`src/rtl/gib_pkg.sv`:
```
// Package: shared constants and types of the GPIO bank interrupt controller.
// Assumes byte addressing with 32-bit registers on 4-byte boundaries.
package gib_pkg;

    // Trigger codes held in the 2-bit per-pin fields
    typedef enum logic [1:0] {
        TRIG_HIGH = 2'b00,
        TRIG_LOW  = 2'b01,
        TRIG_RISE = 2'b10,
        TRIG_FALL = 2'b11
    } trig_e;

    localparam int unsigned REG_W = 32;

    // Register byte offsets
    localparam int unsigned OFS_OUTEN   = 'h00;
    localparam int unsigned OFS_INEN    = 'h04;
    localparam int unsigned OFS_DATA    = 'h08;
    localparam int unsigned OFS_TYPE_UP = 'h0C;  // pins 16..31
    localparam int unsigned OFS_TYPE_LO = 'h10;  // pins 0..15
    localparam int unsigned OFS_MASK    = 'h14;
    localparam int unsigned OFS_PEND    = 'h18;
    localparam int unsigned OFS_CTRL    = 'h1C;

    // Port control field layout
    localparam int unsigned CTL_STRIDE = 5;
    localparam int unsigned CTL_EN     = 0;
    localparam int unsigned CTL_PEND   = 1;
    localparam int unsigned CTL_SCLK   = 2;

    localparam int unsigned PINS_PER_TYPE_WORD = 16;

endpackage

```
`src/rtl/gib_pin_sync.sv`:
```
// Module: two-flop input synchronizer followed by a history flop.
// cur is the synchronized pin value, prev is the value one sample earlier.
// Assumes pin_in may change at any time relative to clk.
module gib_pin_sync #(
    parameter int NPINS = 32
) (
    input  logic             clk,
    input  logic             rst_n,
    input  logic [NPINS-1:0] pin_in,
    output logic [NPINS-1:0] cur,
    output logic [NPINS-1:0] prev
);

    logic [NPINS-1:0] meta_q;

    // Synchronizer chain plus one history stage
    always_ff @(posedge clk) begin
        if (!rst_n) begin
            meta_q <= '0;
            cur    <= '0;
            prev   <= '0;
        end else begin
            meta_q <= pin_in;
            cur    <= meta_q;
            prev   <= cur;
        end
    end

endmodule

```
`src/rtl/gib_event_detect.sv`:
```
// Module: per-pin trigger decode. Produces a one-cycle event for edge codes
// and a continuous event for level codes. Purely combinational.
// Assumes the type words use the split layout: pins 0..15 in type_lo,
// pins 16..31 in type_up, two bits per pin at 2*(pin mod 16).
module gib_event_detect
    import gib_pkg::*;
#(
    parameter int NPINS = 32
) (
    input  logic [NPINS-1:0] cur,
    input  logic [NPINS-1:0] prev,
    input  logic [REG_W-1:0] type_lo,
    input  logic [REG_W-1:0] type_up,
    output logic [NPINS-1:0] ev
);

    localparam int PPW = int'(PINS_PER_TYPE_WORD);

    for (genvar p = 0; p < NPINS; p++) begin : g_pin
        localparam int SLOT = p % PPW;
        trig_e code;

        // Select this pin's code from the word that holds it
        if (p < PPW) begin : g_lo
            always_comb code = trig_e'(type_lo[2*SLOT +: 2]);
        end else begin : g_up
            always_comb code = trig_e'(type_up[2*SLOT +: 2]);
        end

        // Decode the condition named by the code
        always_comb begin
            unique case (code)
                TRIG_HIGH: ev[p] = cur[p];
                TRIG_LOW:  ev[p] = ~cur[p];
                TRIG_RISE: ev[p] = cur[p] & ~prev[p];
                TRIG_FALL: ev[p] = ~cur[p] & prev[p];
                default:   ev[p] = 1'b0;
            endcase
        end
    end

endmodule

```
`src/rtl/gib_pend_reg.sv`:
```
// Module: per-pin pending latches with write-one-to-clear.
// An event in the same cycle as a clear wins. Assumes clr is a one-cycle
// strobe vector taken from a bus write.
module gib_pend_reg #(
    parameter int NPINS = 32
) (
    input  logic             clk,
    input  logic             rst_n,
    input  logic [NPINS-1:0] ev,
    input  logic [NPINS-1:0] clr,
    output logic [NPINS-1:0] pend
);

    // Capture events, drop bits that software clears
    always_ff @(posedge clk) begin
        if (!rst_n) pend <= '0;
        else        pend <= (pend & ~clr) | ev;
    end

    // an event always leaves its bit set, whatever the clear did
    assert_event_sets_R8: assert property (@(posedge clk) disable iff (!rst_n)
        (ev != '0) |=> ((pend & $past(ev)) == $past(ev)));

    // a clear with no competing event removes the bit
    assert_clear_drops_R7: assert property (@(posedge clk) disable iff (!rst_n)
        ((clr & ~ev) != '0) |=> ((pend & $past(clr & ~ev)) == '0));

    // no pending bit rises without an event
    assert_no_spurious_R4: assert property (@(posedge clk) disable iff (!rst_n)
        1'b1 |=> ((pend & ~$past(pend) & ~$past(ev)) == '0));

endmodule

```
`src/rtl/gpio_irq_bank.sv`:
```
// Module: top of the GPIO bank interrupt controller. Holds the bus-visible
// registers, drives the pad controls and forms the combined interrupt.
// Assumes a single-cycle bus: one access per cycle with bus_en high, and
// read data returned on bus_rdata one clock after the read strobe.
module gpio_irq_bank
    import gib_pkg::*;
#(
    parameter int NUM_PINS = 32,
    parameter int ADDR_W   = 6,
    parameter int PORT_IDX = 0
) (
    input  logic                clk,
    input  logic                rst_n,
    input  logic                bus_en,
    input  logic                bus_wr,
    input  logic [ADDR_W-1:0]   bus_addr,
    input  logic [REG_W-1:0]    bus_wdata,
    output logic [REG_W-1:0]    bus_rdata,
    input  logic [NUM_PINS-1:0] pin_in,
    output logic [NUM_PINS-1:0] pin_out,
    output logic [NUM_PINS-1:0] pin_oe,
    output logic [NUM_PINS-1:0] pin_ie,
    output logic                irq
);

    localparam int FBASE = PORT_IDX * int'(CTL_STRIDE);
    localparam int F_EN  = FBASE + int'(CTL_EN);
    localparam int F_PD  = FBASE + int'(CTL_PEND);
    localparam int F_SC  = FBASE + int'(CTL_SCLK);

    logic [NUM_PINS-1:0] oe_q, ie_q, dout_q, mask_q;
    logic [REG_W-1:0]    type_lo_q, type_up_q;
    logic                port_en_q, port_pend_q, sclk_sel_q;
    logic [NUM_PINS-1:0] sync_cur, sync_prev, pin_ev, pin_pend, pend_clr;
    logic                any_unmasked;
    logic                wr_oe, wr_ie, wr_dat, wr_tlo, wr_tup, wr_msk, wr_pnd, wr_ctl;
    logic                rd_go;
    logic [REG_W-1:0]    rd_mux, ctrl_word;

    // Write strobes per register
    always_comb begin
        wr_oe  = bus_en && bus_wr && (bus_addr == ADDR_W'(OFS_OUTEN));
        wr_ie  = bus_en && bus_wr && (bus_addr == ADDR_W'(OFS_INEN));
        wr_dat = bus_en && bus_wr && (bus_addr == ADDR_W'(OFS_DATA));
        wr_tup = bus_en && bus_wr && (bus_addr == ADDR_W'(OFS_TYPE_UP));
        wr_tlo = bus_en && bus_wr && (bus_addr == ADDR_W'(OFS_TYPE_LO));
        wr_msk = bus_en && bus_wr && (bus_addr == ADDR_W'(OFS_MASK));
        wr_pnd = bus_en && bus_wr && (bus_addr == ADDR_W'(OFS_PEND));
        wr_ctl = bus_en && bus_wr && (bus_addr == ADDR_W'(OFS_CTRL));
        rd_go  = bus_en && !bus_wr;
    end

    // Pad direction, mask and trigger configuration registers
    always_ff @(posedge clk) begin
        if (!rst_n) begin
            oe_q      <= '0;
            ie_q      <= '0;
            mask_q    <= '0;
            type_lo_q <= '0;
            type_up_q <= '0;
        end else begin
            if (wr_oe)  oe_q      <= bus_wdata[NUM_PINS-1:0];
            if (wr_ie)  ie_q      <= bus_wdata[NUM_PINS-1:0];
            if (wr_msk) mask_q    <= bus_wdata[NUM_PINS-1:0];
            if (wr_tlo) type_lo_q <= bus_wdata;
            if (wr_tup) type_up_q <= bus_wdata;
        end
    end

    // Output data: only pins with output enabled take the written value
    always_ff @(posedge clk) begin
        if (!rst_n)      dout_q <= '0;
        else if (wr_dat) dout_q <= (dout_q & ~oe_q) | (bus_wdata[NUM_PINS-1:0] & oe_q);
    end

    gib_pin_sync #(.NPINS(NUM_PINS)) u_sync (
        .clk    (clk),
        .rst_n  (rst_n),
        .pin_in (pin_in),
        .cur    (sync_cur),
        .prev   (sync_prev)
    );

    gib_event_detect #(.NPINS(NUM_PINS)) u_detect (
        .cur     (sync_cur),
        .prev    (sync_prev),
        .type_lo (type_lo_q),
        .type_up (type_up_q),
        .ev      (pin_ev)
    );

    // Clear vector from a pending-register write
    always_comb pend_clr = wr_pnd ? bus_wdata[NUM_PINS-1:0] : '0;

    gib_pend_reg #(.NPINS(NUM_PINS)) u_pend (
        .clk   (clk),
        .rst_n (rst_n),
        .ev    (pin_ev),
        .clr   (pend_clr),
        .pend  (pin_pend)
    );

    // Any pin both pending and allowed
    always_comb any_unmasked = |(pin_pend & mask_q);

    // Port control field: enable, sticky port pending, sample-clock select
    always_ff @(posedge clk) begin
        if (!rst_n) begin
            port_en_q   <= 1'b0;
            port_pend_q <= 1'b0;
            sclk_sel_q  <= 1'b0;
        end else begin
            if (wr_ctl) begin
                port_en_q  <= bus_wdata[F_EN];
                sclk_sel_q <= bus_wdata[F_SC];
            end
            port_pend_q <= (port_pend_q & ~(wr_ctl & bus_wdata[F_PD])) | any_unmasked;
        end
    end

    // Assemble the control word with only this port's field populated
    always_comb begin
        ctrl_word       = '0;
        ctrl_word[F_EN] = port_en_q;
        ctrl_word[F_PD] = port_pend_q;
        ctrl_word[F_SC] = sclk_sel_q;
    end

    // Read multiplexer
    always_comb begin
        unique case (bus_addr)
            ADDR_W'(OFS_OUTEN):   rd_mux = REG_W'(oe_q);
            ADDR_W'(OFS_INEN):    rd_mux = REG_W'(ie_q);
            ADDR_W'(OFS_DATA):    rd_mux = REG_W'(sync_cur & ie_q);
            ADDR_W'(OFS_TYPE_UP): rd_mux = type_up_q;
            ADDR_W'(OFS_TYPE_LO): rd_mux = type_lo_q;
            ADDR_W'(OFS_MASK):    rd_mux = REG_W'(mask_q);
            ADDR_W'(OFS_PEND):    rd_mux = REG_W'(pin_pend);
            ADDR_W'(OFS_CTRL):    rd_mux = ctrl_word;
            default:              rd_mux = '0;
        endcase
    end

    // Registered read return
    always_ff @(posedge clk) begin
        if (!rst_n)     bus_rdata <= '0;
        else if (rd_go) bus_rdata <= rd_mux;
    end

    // Pad and interrupt outputs
    always_comb begin
        pin_out = dout_q;
        pin_oe  = oe_q;
        pin_ie  = ie_q;
        irq     = port_en_q & any_unmasked;
    end

    // a pin whose output was disabled keeps its output value
    assert_out_guard_R2: assert property (@(posedge clk) disable iff (!rst_n)
        1'b1 |=> (((pin_out ^ $past(pin_out)) & ~$past(pin_oe)) == '0));

    // an unmasked pending pin always leaves the port-pending flag set
    assert_port_pend_R10: assert property (@(posedge clk) disable iff (!rst_n)
        any_unmasked |=> port_pend_q);

endmodule

```
`config.mk`:
```
export PLATFORM = sky130hd
export DESIGN_NAME = gpio_irq_bank
export DESIGN_NICKNAME = d
export VERILOG_FILES = /design/src/rtl/gib_pkg.sv /design/src/rtl/gib_pin_sync.sv /design/src/rtl/gib_event_detect.sv /design/src/rtl/gib_pend_reg.sv /design/src/rtl/gpio_irq_bank.sv
export SDC_FILE = /design/constraint.sdc
export NUM_CORES = 1
export LEC_CHECK = 0
export BUFFER_PORTS_ARGS = -buffer_cell sky130_fd_sc_hd__buf_2
export CAP_MARGIN = 20
export CORE_MARGIN = 5
export CORE_UTILIZATION = 35
export CTS_CLUSTER_SIZE = 14
export DETAILED_ROUTE_END_ITERATION = 7
export SLEW_MARGIN = 25
export SYNTH_ARGS = -nofsm -noshare
export SYNTH_HDL_FRONTEND = slang
export SYNTH_HIERARCHICAL = 1
export SYNTH_SLANG_ARGS = --single-unit
```
`constraint.sdc`:
```
create_clock -name clk -period 2.7 [get_ports clk]
set_clock_uncertainty 0.15 [all_clocks]
set_input_delay 0.405 -clock clk [delete_from_list [all_inputs] [get_ports clk]]
set_output_delay 0.405 -clock clk [all_outputs]
set_load 0.005 [all_outputs]
```
After elaboration in Yosys (flattened, before gate mapping)
Cells that the tools add are included.
{"block": "word_totals", "ff_bits": 355, "in_bits": 74, "output_inout_bits": 129, "elab_cells": 338}
{"block": "op_classes", "eq_ne": 103, "n_mux": 34, "n_bitwise": 142, "n_reduce_logical": 45}
{"cell": "one-hot mux 32 bit (8 select lines)", "n": 1}
{"cell": "AND 32 bit", "n": 5}
{"cell": "== test 2 bit (second input constant)", "n": 64}
{"cell": "one-hot mux 1 bit (4 select lines)", "n": 32}
{"cell": "AND 1 bit", "n": 67}
{"cell": "inverter 1 bit", "n": 65}
{"cell": "== test 2 x 1 -> 1 bit (second input constant)", "n": 32}
{"cell": "logical NOT 2 bit", "n": 32}
{"cell": "inverter 32 bit", "n": 2}
{"cell": "OR 32 bit", "n": 2}
{"cell": "2-to-1 mux 32 bit", "n": 1}
{"cell": "OR reduction 32 bit", "n": 1}
{"cell": "== test 6 x 5 -> 1 bit (second input constant)", "n": 4}
{"cell": "== test 6 x 4 -> 1 bit (second input constant)", "n": 2}
{"cell": "logical AND 1 bit", "n": 10}
{"cell": "== test 6 x 3 -> 1 bit (second input constant)", "n": 1}
{"cell": "logical NOT 6 bit", "n": 1}
{"cell": "logical NOT 1 bit", "n": 1}
{"cell": "OR 1 bit", "n": 1}

Longest topological paths before layout
Gate-level depths: netlist of the first run.
{"block": "logic_depth", "word_depth": 6, "depth_mapped": 9}

Hierarchy
Netlist of the first run, hierarchy kept.
{"module": "gpio_irq_bank", "n_inst": 1, "cells_per_inst": 1304, "area_each_um2": 10373.7, "seq_area_each_um2": 4544.4}
{"module": "gib_pin_sync", "n_inst": 1, "cells_per_inst": 202, "area_each_um2": 2603.7, "seq_area_each_um2": 1921.8}
{"module": "gib_event_detect", "n_inst": 1, "cells_per_inst": 128, "area_each_um2": 1201.2, "seq_area_each_um2": 0.0}
{"module": "gib_pend_reg", "n_inst": 1, "cells_per_inst": 99, "area_each_um2": 1114.8, "seq_area_each_um2": 640.6}

Least setup slack after synthesis of the first run
OpenSTA, ideal clock, no wires.
{"block": "synth_path", "kind": "input-to-reg", "from": "input bus_addr[4]", "to": "register u_pend.pend[2]", "t_arrival_ps": 1895, "t_required_ps": 2435, "slack_ps": 540, "path_stages": 8, "n_path_buf": 2, "cell_sequence": "buf_4 nor4b_4 nand3_2 nor3b_2 clkbuf_1 and2_1 nor2b_1 o21a_1"}
{"block": "synth_via", "elab_chain_len": 6}
{"item": "from (decl)", "line_no": "gpio_irq_bank.sv:16", "text": "input logic [ADDR_W-1:0] bus_addr,"}
{"item": "== test 6 x 5 -> 1 bit", "line_no": "gpio_irq_bank.sv:48", "text": "wr_pnd = bus_en && bus_wr && (bus_addr == ADDR_W'(OFS_PEND));"}
{"item": "logical AND 1 bit", "line_no": "gpio_irq_bank.sv:48"}
{"item": "2-to-1 mux 32 bit", "line_no": "gpio_irq_bank.sv:93", "text": "always_comb pend_clr = wr_pnd ? bus_wdata[NUM_PINS-1:0] : '0;"}
{"item": "via pend_clr[2]", "line_no": "gpio_irq_bank.sv:34", "text": "logic [NUM_PINS-1:0] sync_cur, sync_prev, pin_ev, pin_pend, pend_clr;"}
{"item": "inverter 32 bit", "line_no": "gib_pend_reg.sv:17", "text": "else pend <= (pend & ~clr) | ev;"}
{"item": "AND 32 bit", "line_no": "gib_pend_reg.sv:17"}
{"item": "OR 32 bit", "line_no": "gib_pend_reg.sv:17"}
{"item": "to (signal assigned)", "line_no": "gib_pend_reg.sv:17"}
{"item": "to (decl)", "line_no": "gib_pend_reg.sv:11", "text": "output logic [NPINS-1:0] pend"}
The timed path passes the listed nets, and every way through them passes these cells.
A chain may end at the register's enable or synchronous reset.

Final worst setup path of the first run
{"block": "layout_path", "from": "register mask_q[0]", "to": "output irq"}
{"block": "layout_via", "elab_chain_len": 3}
{"item": "from (decl)", "line_no": "gpio_irq_bank.sv:31", "text": "logic [NUM_PINS-1:0] oe_q, ie_q, dout_q, mask_q;"}
{"item": "from (signal assigned)", "line_no": "gpio_irq_bank.sv:64", "text": "if (wr_msk) mask_q <= bus_wdata[NUM_PINS-1:0];"}
{"item": "AND 32 bit", "line_no": "gpio_irq_bank.sv:104", "text": "always_comb any_unmasked = |(pin_pend & mask_q);"}
{"item": "OR reduction 32 bit", "line_no": "gpio_irq_bank.sv:104"}
{"item": "AND 1 bit", "line_no": "gpio_irq_bank.sv:155", "text": "irq = port_en_q & any_unmasked;"}
{"item": "to (decl)", "line_no": "gpio_irq_bank.sv:23", "text": "output logic irq"}
No other way between the ends.

==> results of run 1 <==
[cells by family (layout without fill, tap and decap cells)]
family / count (synthesis) / count (layout) / share of synthesized area
and+or+nand+nor: 762 / 762 / 0.240
AOI/OAI and AO/OA: 458 / 458 / 0.232
DFF: 355 / 355 / 0.465
buffers and inverters: 124 / 365 / 0.0388
muxes: 34 / 34 / 0.0247
other: 0 / 1 / 0
[cell type report]
type	instances	area (sq um)	share of cell area
multi-input combinational	1254	7650	0.409
sequential	355	7110	0.380
timing repair buffer	292	1890	0.101
clock buffer	60	1200	0.0642
tap	585	732	0.0392
clock inverter	7	88.8	0.00475
inverter	6	22.5	0.00120
antenna	1	2.50	0.000134
[worst max-delay path, delay by kind of cell, from the launching register on]
kind                   cells  cell delay (ns)
buffers and inverters      1             0.11
AO/OA/AOI/OAI              2             0.49
AND/OR/NAND/NOR            3             0.82
flip-flops                 1             0.32
[through the flow]
step           TNS, ns  power [uW]  cell area (sq um)
2_1_floorplan        0        5830              15300
3_3_place_gp         0        6110              17000
3_5_place_dp         0        6110              17000
4_1_cts         -0.212       11600              18700
5_1_grt         -0.222       11900              18700
6_report        -0.140       11500              18700
[timing repair]
action                                 4_1_cts  5_1_grt
endpoints found under the hold margin       45        0
setup endpoints to repair                    1        1
hold buffers                                37        0
buffers inserted                             1        0
pin swaps                                    4        2
resized for setup                            6        0
[power breakdown]
| group | switching (uW) | leakage (uW) | internal, uW |
|---|---|---|---|
| clock network | 2180 | 0.000634 | 3250 |
| registers | 70.7 | 0.00288 | 5330 |
| logic | 364 | 0.00359 | 286 |
| total | 2620 | 0.00710 | 8860 |
[sequential cells by signal, summed over array words and instances, names as in the netlist, named ones only]
register / count
bus_rdata: 32
mask_q: 32
pin_ie: 32
pin_oe: 32
type_lo_q: 32
type_up_q: 32
u_pend/pend: 32
u_sync/cur: 32
u_sync/meta_q: 32
u_sync/prev: 32
port_en_q: 1
port_pend_q: 1
sclk_sel_q: 1
[cells in the final DEF (no fill, tap or decap), types with 4 or more instances in the layout]
cell / count
nand2_1: 449
dfxtp_1: 354
buf_2: 200
a21boi_0: 135
and2_1: 130
nor2b_1: 68
a21boi_1: 58
buf_4: 45
clkbuf_16: 43
a22oi_1: 37
nand3_1: 37
dlygate4sd3_1: 37
o21a_1: 33
o21ai_0: 32
a21bo_1: 32
nand2b_2: 32
o22ai_2: 32
mux2i_1: 31
a21oi_1: 27
nor2_1: 22
o22ai_1: 21
a211oi_1: 21
clkbuf_1: 11
buf_12: 8
nand4_1: 6
o211ai_1: 6
inv_1: 6
a221oi_1: 6
a32o_1: 6
clkbuf_8: 6
clkinv_2: 4
[layer usage]
metal  GRT usage  vias up  wire [microns]
met2       0.344      464           24100
met5           0        -              13
met3      0.0446      119            3630
li1            -     6318               -
met1       0.287     6337           23200
met4      0.0852        2            2240
[how the worst min path moves through the flow]
| stage | from | endpoint | slack [ns] |
|---|---|---|---|
| global placement | u_sync/meta_q[30] | u_sync/cur[30] | 0.27 |
| floorplan | u_sync/meta_q[30] | u_sync/cur[30] | 0.26 |
| CTS | bus_wdata[29] | pin_oe[29] | 0.0004 |
| finish | bus_wdata[29] | type_lo_q[29] | 0.02 |
| detailed placement | u_sync/meta_q[11] | u_sync/cur[11] | 0.27 |
| global route | bus_wdata[27] | pin_oe[27] | 0.03 |
==> metrics.md, run 1 <==
| Metric | Value |
|---|---|
| Status | finished, violations left |
| Violated checks | setup timing |
| Synth top area cells | dfxtp_1 (46%), nand2_1 (11%), a21boi_0 (6.6%) |
| First-pass GRT wire length | between 70000 and 80000 microns |
| R2r startpoint | mask_q[0] |
| Commonest cells in the netlist | nand2_1 (449), dfxtp_1 (355), a21boi_0 (135), and2_1 (131), nor2b_1 (71) |
| Vias per Instance | just over 5 |
| R2R Setup Slk | between 0.7 and 0.8 ns |
| Clk slew on worst S/H paths | ~0.060 ns |
| Wirelength per Cell | between 20 and 25 microns |
| Number of global-route vias before repair | about 13000 |
| Max Fclk | ~0.35 GHz |
| Via count | roughly 13000 |
| Worst EP required | 2.14 ns |
| Finished Core Util | 0.433 |
| GR Util All Layers | 0.216 |
| Initial DRC count | 1096 |
| Final hold vios | 0 |
| Layout area overhead | 22.2% |
| Average size of a mapped cell | about 8.8 sq um |
| Max-slew violation count | 0 |
| Worst path cell trace | a22o_1 > a221oi_2 > nand3_1 > or4_4 > and2_4 > buf_6 |
| Sequential element share of the synthesized area | 0.465 |
| Netlist cell types | 43 |
| DIE HEIGHT | between 200 and 250 microns |
| Net count, final | between 2000 and 2500 |
| Worst Path Arrival | around 2.3 ns |
| Hold slack | between 0.02 and 0.025 ns |
| TritonCTS Sinks | 355 |
| Cts bufs inserted | slightly above 40 |
| Fill cells | 4244 |
| Synth top area share | 0.465 |
| Max Fanout on Critical Path | 2 |
| ANT nets after route | 0 |
| Root Buffer | clkbuf_16 |
| DR DRC count | 0 |
| DPL Wire Length | between 30000 and 40000 microns |
| Htree depth | 2 |
| Max-cap violations | 0 |
| Router iterations before antenna repair | 5 |
| Core area | between 40000 and 50000 sq um |
| Worst Reg-to-Reg Cells | 5 |
| RSZ-0062 raised after global routing | yes |
| Post-Syn Area | ~15000 sq um |
| Yosys warns | 6 |
| Largest net degree at the start of global routing | around 110 |
| Worst path slowest cell | or4_4 |
| Worst Setup Start Kind | flip-flop |
| Tcrit/Tclk final | 1.05 |
| Crit path capture | irq |
| Syn Nets | about 1800 |
| Placed cells | around 2500 |
| Final WL | 53200 microns |
| Power Density | slightly above 600 nW/um^2 |
| Grt ovf | 0 |
| Leak pwr | ~0.007 uW |
| Cell taking the most area after synthesis | dfxtp_1 |
| Final Non-Filler Cells | around 2600 |
| Reg-to-Reg End | port_pend_q |
| Top-count cell post-synth | nand2_1 |
| CTS tree | yes |
| Slew headroom | 0.551 |
| Post-synthesis register bit count | 355 |
| EDFF count, synth | 0 |
| Io pins | 203 |
| Crit. Startpoint | mask_q[0] |
| Layout cells sized above 1 | 0.200 |
| Setup WS pre-CTS | 0.226 ns |
| Post-synth top flop | dfxtp_1 |
| Initial antenna violation count | 2 |
| Cell Rows | 76 |
| Initial Util | 0.354 |
| Worst Max-Slew Pin Slew | 0.668 ns |
| Final worst slack | -0.140 ns |
| VDD IR-drop max | roughly 0.00035 V |
| Hold depth | 3 |
| Synth Instances | ~1700 |
| Critical path class | reg -> out |
| CP endpoint kind | output pin |
| Final setup fails | 1 |
| Fin crit period | approximately 2.8 ns |
| Die area | roughly 48000 sq um |
| Max clock buf depth | 3 |
| CP peak stage delay | 0.53 ns |
| Final RePlAce weighted congestion | about 0.86 |
| Input/output buffers | about 200 |
| Worst skew pair latency | about 0.56 ns |
| Die W | 219 microns |
| Worst Hold Class | in -> reg |
| Synth async-reset ratio | 0 |
No activity file was read; power rests on OpenSTA's default activity.
==> run 2: changes to the inputs <==
- GPL_TIMING_DRIVEN: not set -> 0
==> run 2 against run 1 <==
Against the previous run:
- the flow still finishes with violations (setup timing)
- utilization rose by 0.50 points
- critical endpoint unchanged
- setup slack improved by 0.012 ns
- register-to-register slack improved by 0.03 ns
- worst hold slack improved by 0.0044 ns
- global-route usage rose by 3.6 points
- cell count up 2.8%
==> metrics.md, run 2 (synthesized netlist as in run 1, its figures left out) <==
| Metric | Value |
|---|---|
| Status | finished, violations left |
| Violated checks | setup timing |
| CTS tree | yes |
| Seq pwr share | 0.449 |
| Max clock buf depth | 3 |
| TritonCTS Sinks | approximately 360 |
| Worst Max-Slew Pin Slew | just over 1 ns |
| VDD IR-drop max | approximately 0.00044 V |
| Max Fclk | 0.354 GHz |
| Largest net degree at the start of global routing | 14 |
| Sw Share | 0.237 |
| Max-slew violation count | 0 |
| Layout cells sized above 1 | 0.192 |
| Comb power frac | 0.059 |
| RSZ-0062 raised after global routing | yes |
| Buf+Inv Stages, Crit Path | 1 |
| DR DRC count | 0 |
| Worst Setup Start Kind | flip-flop |
| Total Power Consumption | about 12000 uW |
| Hold slack | 0.0280 ns |
| Final setup fails | 1 |
| Worst skew pair latency | approximately 0.57 ns |
| Worst path slowest cell | or4_4 |
| Max-cap violations | 0 |
| Most common cell after layout, fill and taps aside | nand2_1 |
| Clock power frac | 0.492 |
| Vias per Instance | 5.32 |
| Die W | between 200 and 250 microns |
| Worst Hold Class | in -> reg |
| DPL Wire Length | roughly 46000 microns |
| Hold depth | 3 |
| Max Fanout on Critical Path | 3 |
| Initial Util | 0.354 |
| Router iterations before antenna repair | 6 |
| Origin of the worst min-delay path | bus_wdata[3] |
| ANT nets after route | 0 |
| Final RePlAce weighted congestion | about 0.93 |
| Die area | about 48000 sq um |
| Cell Rows | 76 |
| Reg-to-Reg End | port_pend_q |
| Critical path class | reg -> out |
| Worst Path Arrival | approximately 2.3 ns |
| Leak pwr | between 0.007 and 0.008 uW |
| Worst path cell trace | a22o_1 > a221oi_2 > nand3_1 > or4_4 > and2_4 > buf_6 |
| Final worst slack | -0.128 ns |
| Core area | ~43000 sq um |
| Slew headroom | 0.308 |
| Layout area overhead | 23.6% |
| GR Util All Layers | 0.251 |
| Io pins | around 200 |
| Tcrit/Tclk final | 1.05 |
| Wirelength per Cell | roughly 24 microns |
| CP endpoint kind | output pin |
| First-pass GRT wire length | about 89000 microns |
| Cts bufs inserted | between 40 and 50 |
| Fill cells | approximately 4300 |
| Initial DRC count | between 1000 and 1500 |
| Grt ovf | 0 |
| Power Density | about 640 nW/um^2 |
| Worst EP required | about 2.1 ns |
| Final WL | ~62000 microns |
| Commonest cells after routing, fill and taps aside | nand2_1 (449), dfxtp_1 (351), buf_2 (227) |
| Family with the most delay on the worst path | simple AND/OR/NAND/NOR gates |
| Worst Hold End | type_up_q[3] |
| Initial antenna violation count | 4 |
| Final hold vios | 0 |
| Number of global-route vias before repair | about 14000 |
| Int Pwr | approximately 9000 uW |
| DIE HEIGHT | 219 microns |
| Htree depth | 2 |
| Net count, final | about 2100 |
| R2R Setup Slk | 0.81 ns |
| Fin crit period | between 2 and 3 ns |
| Input/output buffers | ~200 |
| Root Buffer | clkbuf_16 |
| P_sw | 2850 uW |
| R2r startpoint | u_pend/pend[30] |
| Via count | approximately 14000 |
| CP peak stage delay | 0.54 ns |
| Clk slew on worst S/H paths | 0.06 ns |
| Worst Reg-to-Reg Cells | 5 |
run 2: worst max path at each step:
stage                          startpoint             end  slack [ns]  cells after the start
final                     u_pend/pend[30]             irq       -0.13                      6
after global routing            mask_q[0]             irq       -0.17                      6
after CTS                       mask_q[0]             irq       -0.20                      6
after detailed placement            rst_n       flip-flop       -0.61                      5
after global placement              rst_n       flip-flop       -0.50                      5
after floorplan               bus_addr[4]  u_pend/pend[2]        0.54                      8
run 2: power by group through the flow:
stage | Combinational, uW | Clock (uW) | Sequential, uW
finish | 715 | 5930 | 5410
detailed placement | 657 | 0 | 5520
floorplan | 347 | 0 | 5480
global route | 753 | 6230 | 5410
global placement | 648 | 0 | 5510
CTS | 707 | 6000 | 5400
run 2: timing repair:
action / CTS / global route
resized for setup: 6 / 11
hold buffers: 43 / 0
pin swaps: 4 / 2
setup buffers: 1 / 0
endpoints found under the setup margin: 5 / 29
hold endpoints to repair: 55 / 0
run 2: cell type report:
cell class / count / area (sq um) / share of cell area
repair buffers: 239 / 1420 / 0.0751
multi-input cells: 1254 / 7620 / 0.403
clock buffers: 56 / 1150 / 0.0609
plain buffers: 118 / 576 / 0.0304
clock inverters: 18 / 274 / 0.0145
diodes: 1 / 2.50 / 0.000132
flip-flops and latches: 355 / 7110 / 0.376
well taps: 585 / 732 / 0.0387
inverters: 6 / 22.5 / 0.00119
run 2: per-layer routing:
metal / global-route usage / wire length [microns] / vias to the layer above
met3: 0.0396 / 4540 / 120
met5: 0 / 0 / -
li1: - / - / 6448
met4: 0.0802 / 1880 / 0
met1: 0.340 / 26900 / 6864
met2: 0.414 / 28800 / 582
run 2: worst min-delay path, cell delays in order:
cell and delay, ns:
buf_2 0.16, nand2_1 0.07, a21boi_1 0.05
run 2: per-stage QoR:
stage	util	instances	area, sq um	TNS [ns]	setup WS, ns
6_report	0.438	2632	18900	-0.128	-0.128
5_1_grt	0.438	2631	18900	-0.165	-0.165
4_1_cts	0.437	2631	18900	-0.204	-0.204
3_5_place_dp	0.394	2513	17000	-85.71	-0.608
3_3_place_gp	0.394	2513	17000	-74.99	-0.497
2_1_floorplan	-	1733	15300	0	0.540
